File: config.mk
export PLATFORM = sky130hd
export DESIGN_NAME = sp_hw_flow
export DESIGN_NICKNAME = d
export VERILOG_FILES = /design/src/rtl/sp_flow_pkg.sv /design/src/rtl/sp_sync.sv /design/src/rtl/sp_rx_stop.sv /design/src/rtl/sp_cfg_apply.sv /design/src/rtl/sp_hw_flow.sv
export SDC_FILE = /design/constraint.sdc
export NUM_CORES = 1
export LEC_CHECK = 0
export BUFFER_PORTS_ARGS = -buffer_cell sky130_fd_sc_hd__clkbuf_2
export CORE_MARGIN = 2
export CORE_UTILIZATION = 41
export CTS_BUF_LIST = sky130_fd_sc_hd__clkbuf_8 sky130_fd_sc_hd__clkbuf_16
export CTS_CLUSTER_DIAMETER = 60
export DETAILED_ROUTE_END_ITERATION = 6
export PLACE_DENSITY = 0.68
export REMOVE_ABC_BUFFERS = 1
export SYNTH_ARGS = -nofsm -noshare
export SYNTH_HDL_FRONTEND = slang
export SYNTH_SLANG_ARGS = --single-unit
File: constraint.sdc
create_clock -name clk_i -period 2.4 [get_ports clk_i]
set_input_delay 0.24 -clock clk_i [delete_from_list [all_inputs] [get_ports clk_i]]
set_output_delay 0.24 -clock clk_i [all_outputs]
set_load 0.01 [all_outputs]
File: src/rtl/sp_flow_pkg.sv
package sp_flow_pkg;
  localparam int MODE_W = 5;
  localparam int M_RTS = 0;
  localparam int M_CTS = 1;
  localparam int M_DTR = 2;
  localparam int M_CD  = 3;
  localparam int M_ISO = 4;

  typedef logic [MODE_W-1:0] mode_t;

  typedef enum logic [1:0] {
    CS_IDLE  = 2'd0,
    CS_WAIT  = 2'd1,
    CS_FLUSH = 2'd2
  } cfg_st_e;

  localparam logic [1:0] POL_NOW = 2'd0;

  function automatic logic mode_illegal(mode_t m);
    return (m[M_RTS] & m[M_DTR]) | (m[M_CTS] & m[M_CD]);
  endfunction
endpackage

File: src/rtl/sp_sync.sv
module sp_sync #(
  parameter int W      = 2,
  parameter int STAGES = 2
) (
  input  logic         clk_i,
  input  logic         rst_ni,
  input  logic [W-1:0] d_i,
  output logic [W-1:0] q_o
);
  logic [W-1:0] stg [STAGES];

  for (genvar s = 0; s < STAGES; s++) begin : g_stage
    if (s == 0) begin : g_first
      always_ff @(posedge clk_i or negedge rst_ni)
        if (!rst_ni) stg[s] <= '0;
        else         stg[s] <= d_i;
    end else begin : g_next
      always_ff @(posedge clk_i or negedge rst_ni)
        if (!rst_ni) stg[s] <= '0;
        else         stg[s] <= stg[s-1];
    end
  end

  assign q_o = stg[STAGES-1];
endmodule

File: src/rtl/sp_rx_stop.sv
module sp_rx_stop #(
  parameter int LVL_W  = 6,
  parameter int HI_LVL = 48,
  parameter int LO_LVL = 16
) (
  input  logic             clk_i,
  input  logic             rst_ni,
  input  logic [LVL_W-1:0] level_i,
  output logic             stop_o
);
  localparam logic [LVL_W-1:0] HI = LVL_W'(HI_LVL);
  localparam logic [LVL_W-1:0] LO = LVL_W'(LO_LVL);

  logic stop_q;

  always_ff @(posedge clk_i or negedge rst_ni)
    if (!rst_ni)              stop_q <= 1'b0;
    else if (level_i >= HI)   stop_q <= 1'b1;
    else if (level_i <= LO)   stop_q <= 1'b0;

  assign stop_o = stop_q;

  // between thresholds the condition holds
  a_r7_hold_on: assert property (@(posedge clk_i) disable iff (!rst_ni)
    (stop_q && level_i > LO) |=> stop_q);
  a_r7_hold_off: assert property (@(posedge clk_i) disable iff (!rst_ni)
    (!stop_q && level_i < HI) |=> !stop_q);
endmodule

File: src/rtl/sp_cfg_apply.sv
module sp_cfg_apply
  import sp_flow_pkg::*;
(
  input  logic       clk_i,
  input  logic       rst_ni,
  input  logic       we_i,
  input  mode_t      mode_i,
  input  logic [1:0] policy_i,
  input  logic       txq_empty_i,
  output mode_t      mode_o,
  output logic       busy_o,
  output logic       err_o,
  output logic       flush_o
);
  cfg_st_e st_q;
  mode_t   mode_q, pend_q;
  logic    pflush_q, err_q;

  always_ff @(posedge clk_i or negedge rst_ni) begin
    if (!rst_ni) begin
      st_q     <= CS_IDLE;
      mode_q   <= '0;
      pend_q   <= '0;
      pflush_q <= 1'b0;
      err_q    <= 1'b0;
    end else begin
      unique case (st_q)
        CS_IDLE: if (we_i) begin
          if (mode_illegal(mode_i)) begin
            err_q <= 1'b1;
          end else begin
            err_q <= 1'b0;
            if (policy_i == POL_NOW) begin
              mode_q <= mode_i;
            end else begin
              pend_q   <= mode_i;
              pflush_q <= policy_i[1];
              st_q     <= CS_WAIT;
            end
          end
        end
        CS_WAIT: if (txq_empty_i) begin
          if (pflush_q) st_q <= CS_FLUSH;
          else begin
            mode_q <= pend_q;
            st_q   <= CS_IDLE;
          end
        end
        CS_FLUSH: begin
          mode_q <= pend_q;
          st_q   <= CS_IDLE;
        end
        default: st_q <= CS_IDLE;
      endcase
    end
  end

  assign mode_o  = mode_q;
  assign busy_o  = (st_q != CS_IDLE);
  assign err_o   = err_q;
  assign flush_o = (st_q == CS_FLUSH);

  a_r9_mode_legal: assert property (@(posedge clk_i) disable iff (!rst_ni)
    !mode_illegal(mode_q));
  a_r11_hold_drain: assert property (@(posedge clk_i) disable iff (!rst_ni)
    (st_q == CS_WAIT && !txq_empty_i) |=> ($stable(mode_q) && busy_o));
  a_r12_flush_once: assert property (@(posedge clk_i) disable iff (!rst_ni)
    flush_o |=> (!flush_o && !busy_o && mode_q == $past(pend_q)));
  a_r13_busy_err: assert property (@(posedge clk_i) disable iff (!rst_ni)
    busy_o |=> $stable(err_q));
endmodule

File: src/rtl/sp_hw_flow.sv
module sp_hw_flow
  import sp_flow_pkg::*;
#(
  parameter int LVL_W       = 6,
  parameter int HI_LVL      = 48,
  parameter int LO_LVL      = 16,
  parameter int SYNC_STAGES = 2
) (
  input  logic              clk_i,
  input  logic              rst_ni,
  input  logic              port_en_i,
  output logic              tx_ready_o,
  input  logic              txq_empty_i,
  input  logic [LVL_W-1:0]  rx_level_i,
  output logic              rx_flush_o,
  input  logic              cts_i,
  input  logic              cd_i,
  output logic              rts_o,
  output logic              dtr_o,
  input  logic              ext_clk_i,
  output logic              oclk_en_o,
  input  logic              cfg_we_i,
  input  logic [MODE_W-1:0] cfg_mode_i,
  input  logic [1:0]        cfg_policy_i,
  output logic              cfg_busy_o,
  output logic              cfg_err_o,
  output logic [MODE_W-1:0] mode_o
);
  logic [1:0] line_s;
  logic       cts_s, cd_s, stop;
  mode_t      mode;

  sp_sync #(.W(2), .STAGES(SYNC_STAGES)) u_sync (
    .clk_i (clk_i), .rst_ni(rst_ni), .d_i({cd_i, cts_i}), .q_o(line_s));
  assign cts_s = line_s[0];
  assign cd_s  = line_s[1];

  sp_rx_stop #(.LVL_W(LVL_W), .HI_LVL(HI_LVL), .LO_LVL(LO_LVL)) u_stop (
    .clk_i(clk_i), .rst_ni(rst_ni), .level_i(rx_level_i), .stop_o(stop));

  sp_cfg_apply u_cfg (
    .clk_i      (clk_i),
    .rst_ni     (rst_ni),
    .we_i       (cfg_we_i),
    .mode_i     (cfg_mode_i),
    .policy_i   (cfg_policy_i),
    .txq_empty_i(txq_empty_i),
    .mode_o     (mode),
    .busy_o     (cfg_busy_o),
    .err_o      (cfg_err_o),
    .flush_o    (rx_flush_o)
  );

  // only the next start is blocked; a running character finishes
  assign tx_ready_o = port_en_i & (~mode[M_CTS] | cts_s) & (~mode[M_CD] | cd_s);
  // unselected lines stay asserted for connectivity
  assign rts_o      = port_en_i & ~(mode[M_RTS] & stop);
  assign dtr_o      = port_en_i & ~(mode[M_DTR] & stop);
  assign oclk_en_o  = ext_clk_i & ~(mode[M_ISO] & stop);
  assign mode_o     = mode;

  a_r2_cts_gate: assert property (@(posedge clk_i) disable iff (!rst_ni)
    (mode[M_CTS] && !cts_s) |-> !tx_ready_o);
  a_r3_cd_gate: assert property (@(posedge clk_i) disable iff (!rst_ni)
    (mode[M_CD] && !cd_s) |-> !tx_ready_o);
  a_r5_rts_throttle: assert property (@(posedge clk_i) disable iff (!rst_ni)
    (mode[M_RTS] && stop) |-> !rts_o);
  a_r6_closed: assert property (@(posedge clk_i) disable iff (!rst_ni)
    !port_en_i |-> (!rts_o && !dtr_o && !tx_ready_o));
  a_r8_no_ext: assert property (@(posedge clk_i) disable iff (!rst_ni)
    !ext_clk_i |-> !oclk_en_o);
endmodule

# After elaboration in Yosys (flattened, before gate mapping)
# Index checks and enable logic that the tools add are counted.
dict set report word_totals {
  inputBits 21
  out_inout_bits 12
  ff_bits 19
  elab_cells 62
}
dict set report classes {
  mux 15
  n_bitwise 20
  eq_ne 8
  magnitude_cmp 2
  n_reduce_logical 9
}
# op count
set ops {}
lappend ops {{two-way mux 5 bit} 5}
lappend ops {{case mux 5 bit (3 select lines)} 1}
lappend ops {{bitwise AND 1 bit} 10}
lappend ops {{two-way mux 2 bit} 5}
lappend ops {{inequality test 2 bit (second input constant)} 5}
lappend ops {{AND reduction 4 bit} 2}
lappend ops {{inverter 1 bit} 7}
lappend ops {{>= comparator 6 bit (second input constant)} 1}
lappend ops {{less-or-equal comparator 6 x 5 -> 1 bit (second input constant)} 1}
lappend ops {{AND reduction 6 bit} 1}
lappend ops {{logical NOT 2 bit} 2}
lappend ops {{case mux 2 bit (2 select lines)} 1}
lappend ops {{nonzero test 2 bit} 2}
lappend ops {{two-way mux 1 bit} 3}
lappend ops {{OR 1 bit} 3}
lappend ops {{nonzero test 3 bit} 1}
lappend ops {{equality test 2 x 1 -> 1 bit (second input constant)} 1}
lappend ops {{equality test 2 bit (second input constant)} 1}
lappend ops {{inequality test 2 x 1 -> 1 bit (second input constant)} 1}
lappend ops {{AND reduction 2 bit} 1}

# Depth between registers and ports, before layout
dict set report depth {
  ltp_word 5
  depth_mapped 7
}

# Modules after synthesis
# A second synthesis with hierarchy kept.
dict set report unflattened {
  cells_unflattened 71
  hier_area_um2 949.7
}
# module n_inst seq_area_each_um2 cells_per_inst area_each_um2
set modules_own_cells {}
lappend modules_own_cells {sp_cfg_apply 1 350.3 54 742.0}
lappend modules_own_cells {sp_sync 1 100.1 6 115.1}
lappend modules_own_cells {sp_rx_stop 1 25.0 5 51.3}
lappend modules_own_cells {sp_hw_flow 1 0.0 6 41.3}

# Worst setup path before layout
# No wires, ideal clock.
dict set report synth_path {
  path_type {flip-flop to flip-flop}
  from {reg u_cfg.st_q[0]}
  to {reg u_cfg.mode_q[0] (netlist: u_cfg.mode_o[0])}
  n_path_buf 1
  arrival_ps 1632
  path_slack_ps 642
  stages_incl_launch_ff 8
  path_cell_list {dfrtp_1 -> inv_1 -> ha_1 -> inv_1 -> o221ai_2 -> nor4bb_1 -> buf_4 -> mux2_4}
}
dict set report synth_between {
  elab_chain_cells 3
}
# item line
set synth_lines {}
lappend synth_lines {{from (decl)} sp_cfg_apply.sv:15} ;# cfg_st_e st_q;
lappend synth_lines {{from (signal assigned)} sp_cfg_apply.sv:21} ;# st_q <= CS_IDLE;
lappend synth_lines {{from (signal assigned)} sp_cfg_apply.sv:38} ;# st_q <= CS_WAIT;
lappend synth_lines {{from (signal assigned)} sp_cfg_apply.sv:43} ;# if (pflush_q) st_q <= CS_FLUSH;
lappend synth_lines {{equality test 2 x 1 -> 1 bit (tied with other cells)} sp_cfg_apply.sv:27} ;# unique case (st_q)
lappend synth_lines {{inequality test 2 bit (no line) (tied with other cells)} -}
lappend synth_lines {{AND reduction 6 bit (no line)} -}
lappend synth_lines {{to (signal assigned)} sp_cfg_apply.sv:34} ;# mode_q <= mode_i;
lappend synth_lines {{to (signal assigned)} sp_cfg_apply.sv:45} ;# mode_q <= pend_q;
lappend synth_lines {{to (signal assigned)} sp_cfg_apply.sv:50} ;# mode_q <= pend_q;
lappend synth_lines {{to (decl)} sp_cfg_apply.sv:16} ;# mode_t mode_q, pend_q;
# Parallel ways exist; a longest one is shown, timed or not.
# A chain may end at the register's enable or synchronous reset.

# Worst setup path in the final report
# Ends and elaborated chain as after synthesis.

==> summary.md <==
| Metric | Value |
|---|---|
| Core footprint | 0.00217 sq mm |
| Gr usage total | 15.5% |
| Register area share after synthesis | 51.4% |
| Setup CP Type | reg2reg |
| Cells on worst reg2reg path | 7 |
| Reg power frac | 37.3% |
| Rows | 17 |
| Root Driver | clkbuf_8 |
| Clock power share | 15.5% |
| First-pass GRT wire length | 3.02 mm |
| Synthesis-stage register bit count | 19 |
| Max FO, Critical Path | 5 |
| Final WL | around 1.7 mm |
| Setup-failing EPs final | 0 |
| CP Cell Sequence | inv_1 > ha_1 > nand2b_1 > o221ai_2 > nor4bb_1 > buf_4 > mux2_4 |
| Drt drc | 0 |
| Synthesized area per cell | 13.0 sq um |
| PwrDens | 1190 mW/mm^2 |
| VDD IR-drop max | between 0.0006 and 0.0007 V |
| Count of final max-slew check failures | 0 |
| Clock buffer depth | 2 |
| TritonCTS Buffers | 3 |
| Wire length per cell | 12.7 microns |
| Most frequent cells in the layout | clkbuf_2 (32), dfrtp_1 (19), mux2_2 (10) |
| Share of cells above drive strength 1 | 50.0% |
| Vias after detailed routing | roughly 680 |
| Netlist Area Pre-Place | 925 sq um |
| Chip height | 51.5 microns |
| GPL Wtd Cong | 0.732 |
| Placed insts | roughly 130 |
| CP max stage cell | dfrtp_1 |
| TritonRoute pass-1 iters | 4 |
| Fmax | 532 MHz |
| Worst slack at placement | between 0.5 and 0.6 ns |
| Diode count | 0 |
| Clock Sinks | 19 |
| Tightest Pin Transition | approximately 0.48 ns |
| Psw | 0.000474 W |
| Area Growth Syn to Fin | 27.2% |
| Post-DP HPWL | around 1.4 mm |
| Final setup TNS | 0 ns |
| Starting Density | 42.6% |
| Internal power | 0.000930 W |
| Status | complete, no violations |
| Final nets | 135 |
| Drt via density | 4.99 |
| Largest net degree at the start of global routing | 20 |
| CTS tree | done |
| Initial antenna violation count | 0 |
| Final core occ | 54.2% |
| Rel. slew slack | between 60 and 70% |
| Post-route insts no fill | 136 |
| H-Tree Depth | 1 |
| Initial DRC count | 7 |
| Clock Latency Late Sink | 0.25 ns |
| Fin. Hold Viols | 0 |
| Fin worst setup slack | 0.520 ns |
| Clock-pin transition on the worst setup and hold timing paths | 0.07 ns |
| Setup Skew | between 0.001 and 0.0015 ns |
| Leak pwr | 0.600 nW |
| Crit path time final | 1.88 ns |
| Hold WS | approximately 0.087 ns |
| Crit. End Element | register |
| Final ANT Viol Nets | 0 |
| Arrival @ worst endpoint | approximately 2.0 ns |
| HP Class | in2reg |
| Max incr delay on CP | 0.39 ns |
| # IOs | 33 |
| Most common cell after layout, fill and taps aside | clkbuf_2 |
| GRT overflow | 0 |
| Port Buffers | 32 |
| Synth cell types | 20 |
| Synth warn | 0 |
| CTS resizes | 0 |
| Die width | 51.5 microns |
| RSZ-0062 raised after global routing | no |
| Hold Path Depth | 1 |
| Die Area | 0.00265 sq mm |
| Part of the power in combinational logic | 47.2% |
| Critical path data required time | 2.54 ns |
| Vias in the first global route | 700 |
| Final period utilization | 78.3% |
| Critical Path Start Type | register |
| Net Sw Frac | 33.8% |
| Mapped Cells | slightly above 70 |
| Max_cap viols | 0 |
[cell type report]
type / count / area [sq um]
timing repair buffer: 34 / 178
multi-input combinational: 45 / 419
fill: 209 / 993
sequential: 19 / 475
clock buffer: 3 / 41.3
inverter: 6 / 22.5
tap: 28 / 35.0
clock inverter: 1 / 5.00
[cell families after synthesis]
kind of cell             Yosys count  share of synthesized area, %
buffers and inverters              7                          3.25
flip-flops                        19                          51.4
multiplexers                      17                          21.9
adder cells (fa/ha/maj)            5                          6.77
AND/OR/NAND/NOR                   10                          5.82
AO/OA/AOI/OAI                     13                          10.8
[cells in the mapped netlist]
library cell	number	area [sq um]
dfrtp_1	19	475
mux2_2	10	113
inv_1	6	22.5
ha_1	5	62.6
mux2_4	4	60.1
nand2_1	4	15.0
a21boi_0	3	22.5
a21oi_1	3	15.0
mux2i_1	3	30.0
o21ai_0	3	15.0
nor2_1	2	7.51
a22o_1	1	8.76
a22oi_2	1	12.5
and2b_1	1	7.51
and3_2	1	7.51
buf_4	1	7.51
nand2b_1	1	6.26
nor4bb_1	1	10.0
o221ai_2	1	15.0
o41a_1	1	11.3
[power groups by stage]
stage / Sequential, W / Combinational (W) / Clock (W)
after floorplan: 0.000536 / 0.000451 / 0
after global placement: 0.000526 / 0.000650 / 0
after detailed placement: 0.000530 / 0.000670 / 0
after CTS: 0.000524 / 0.000676 / 0.000223
after global routing: 0.000541 / 0.000735 / 0.000234
final: 0.000523 / 0.000663 / 0.000218
[metal layers]
layer	GRT usage (%)	wire, microns
met1	18.9	758
met2	26.3	829
met3	2.87	108
met4	7.89	35
met5	0	0
[final timing paths]
kind	start	end	slack [ns]
worst max-delay path	u_cfg.st_q[0]	u_cfg.mode_o[0]	0.52
worst min-delay path	cd_i	u_sync.stg[3]	0.09
worst max register to register	u_cfg.st_q[0]	u_cfg.mode_o[0]	0.52
worst min register to register	u_sync.stg[2]	u_sync.q_o[0]	0.35
max in group asynchronous	rst_ni	u_sync.q_o[0]	1.60
min in group asynchronous	rst_ni	u_cfg.pend_q[4]	0.48
[per-stage QoR]
stage	power, W	instance area, sq um
5_1_grt	0.00151	1180
2_1_floorplan	0.000987	917
3_3_place_gp	0.00118	1120
6_report	0.00140	1180
4_1_cts	0.00142	1180
3_5_place_dp	0.00120	1120
[timing repair]
item                                   4_1_cts  5_1_grt
setup buffers                                0        0
hold buffers                                 1        0
endpoints found under the hold margin       19        0
[sequential cells by signal, summed over array words and instances, names as in the netlist]
register	cells
u_cfg.mode_o	5
u_cfg.pflush_q	1
u_cfg.err_o	1
u_cfg.pend_q	5
u_stop.stop_o	1
u_cfg.st_q	2
u_sync.q_o	2
u_sync.stg	2
[critical path: cells and delay by family, from the launching register on]
family	cells	cell delay [ns]
multiplexers	1	0.30
adder cells (fa/ha/maj)	1	0.26
flip-flops	1	0.39
AND/OR/NAND/NOR	2	0.40
AO/OA/AOI/OAI	1	0.10
buffers and inverters	2	0.31
Note: power is estimated with default switching activity, not from simulation.
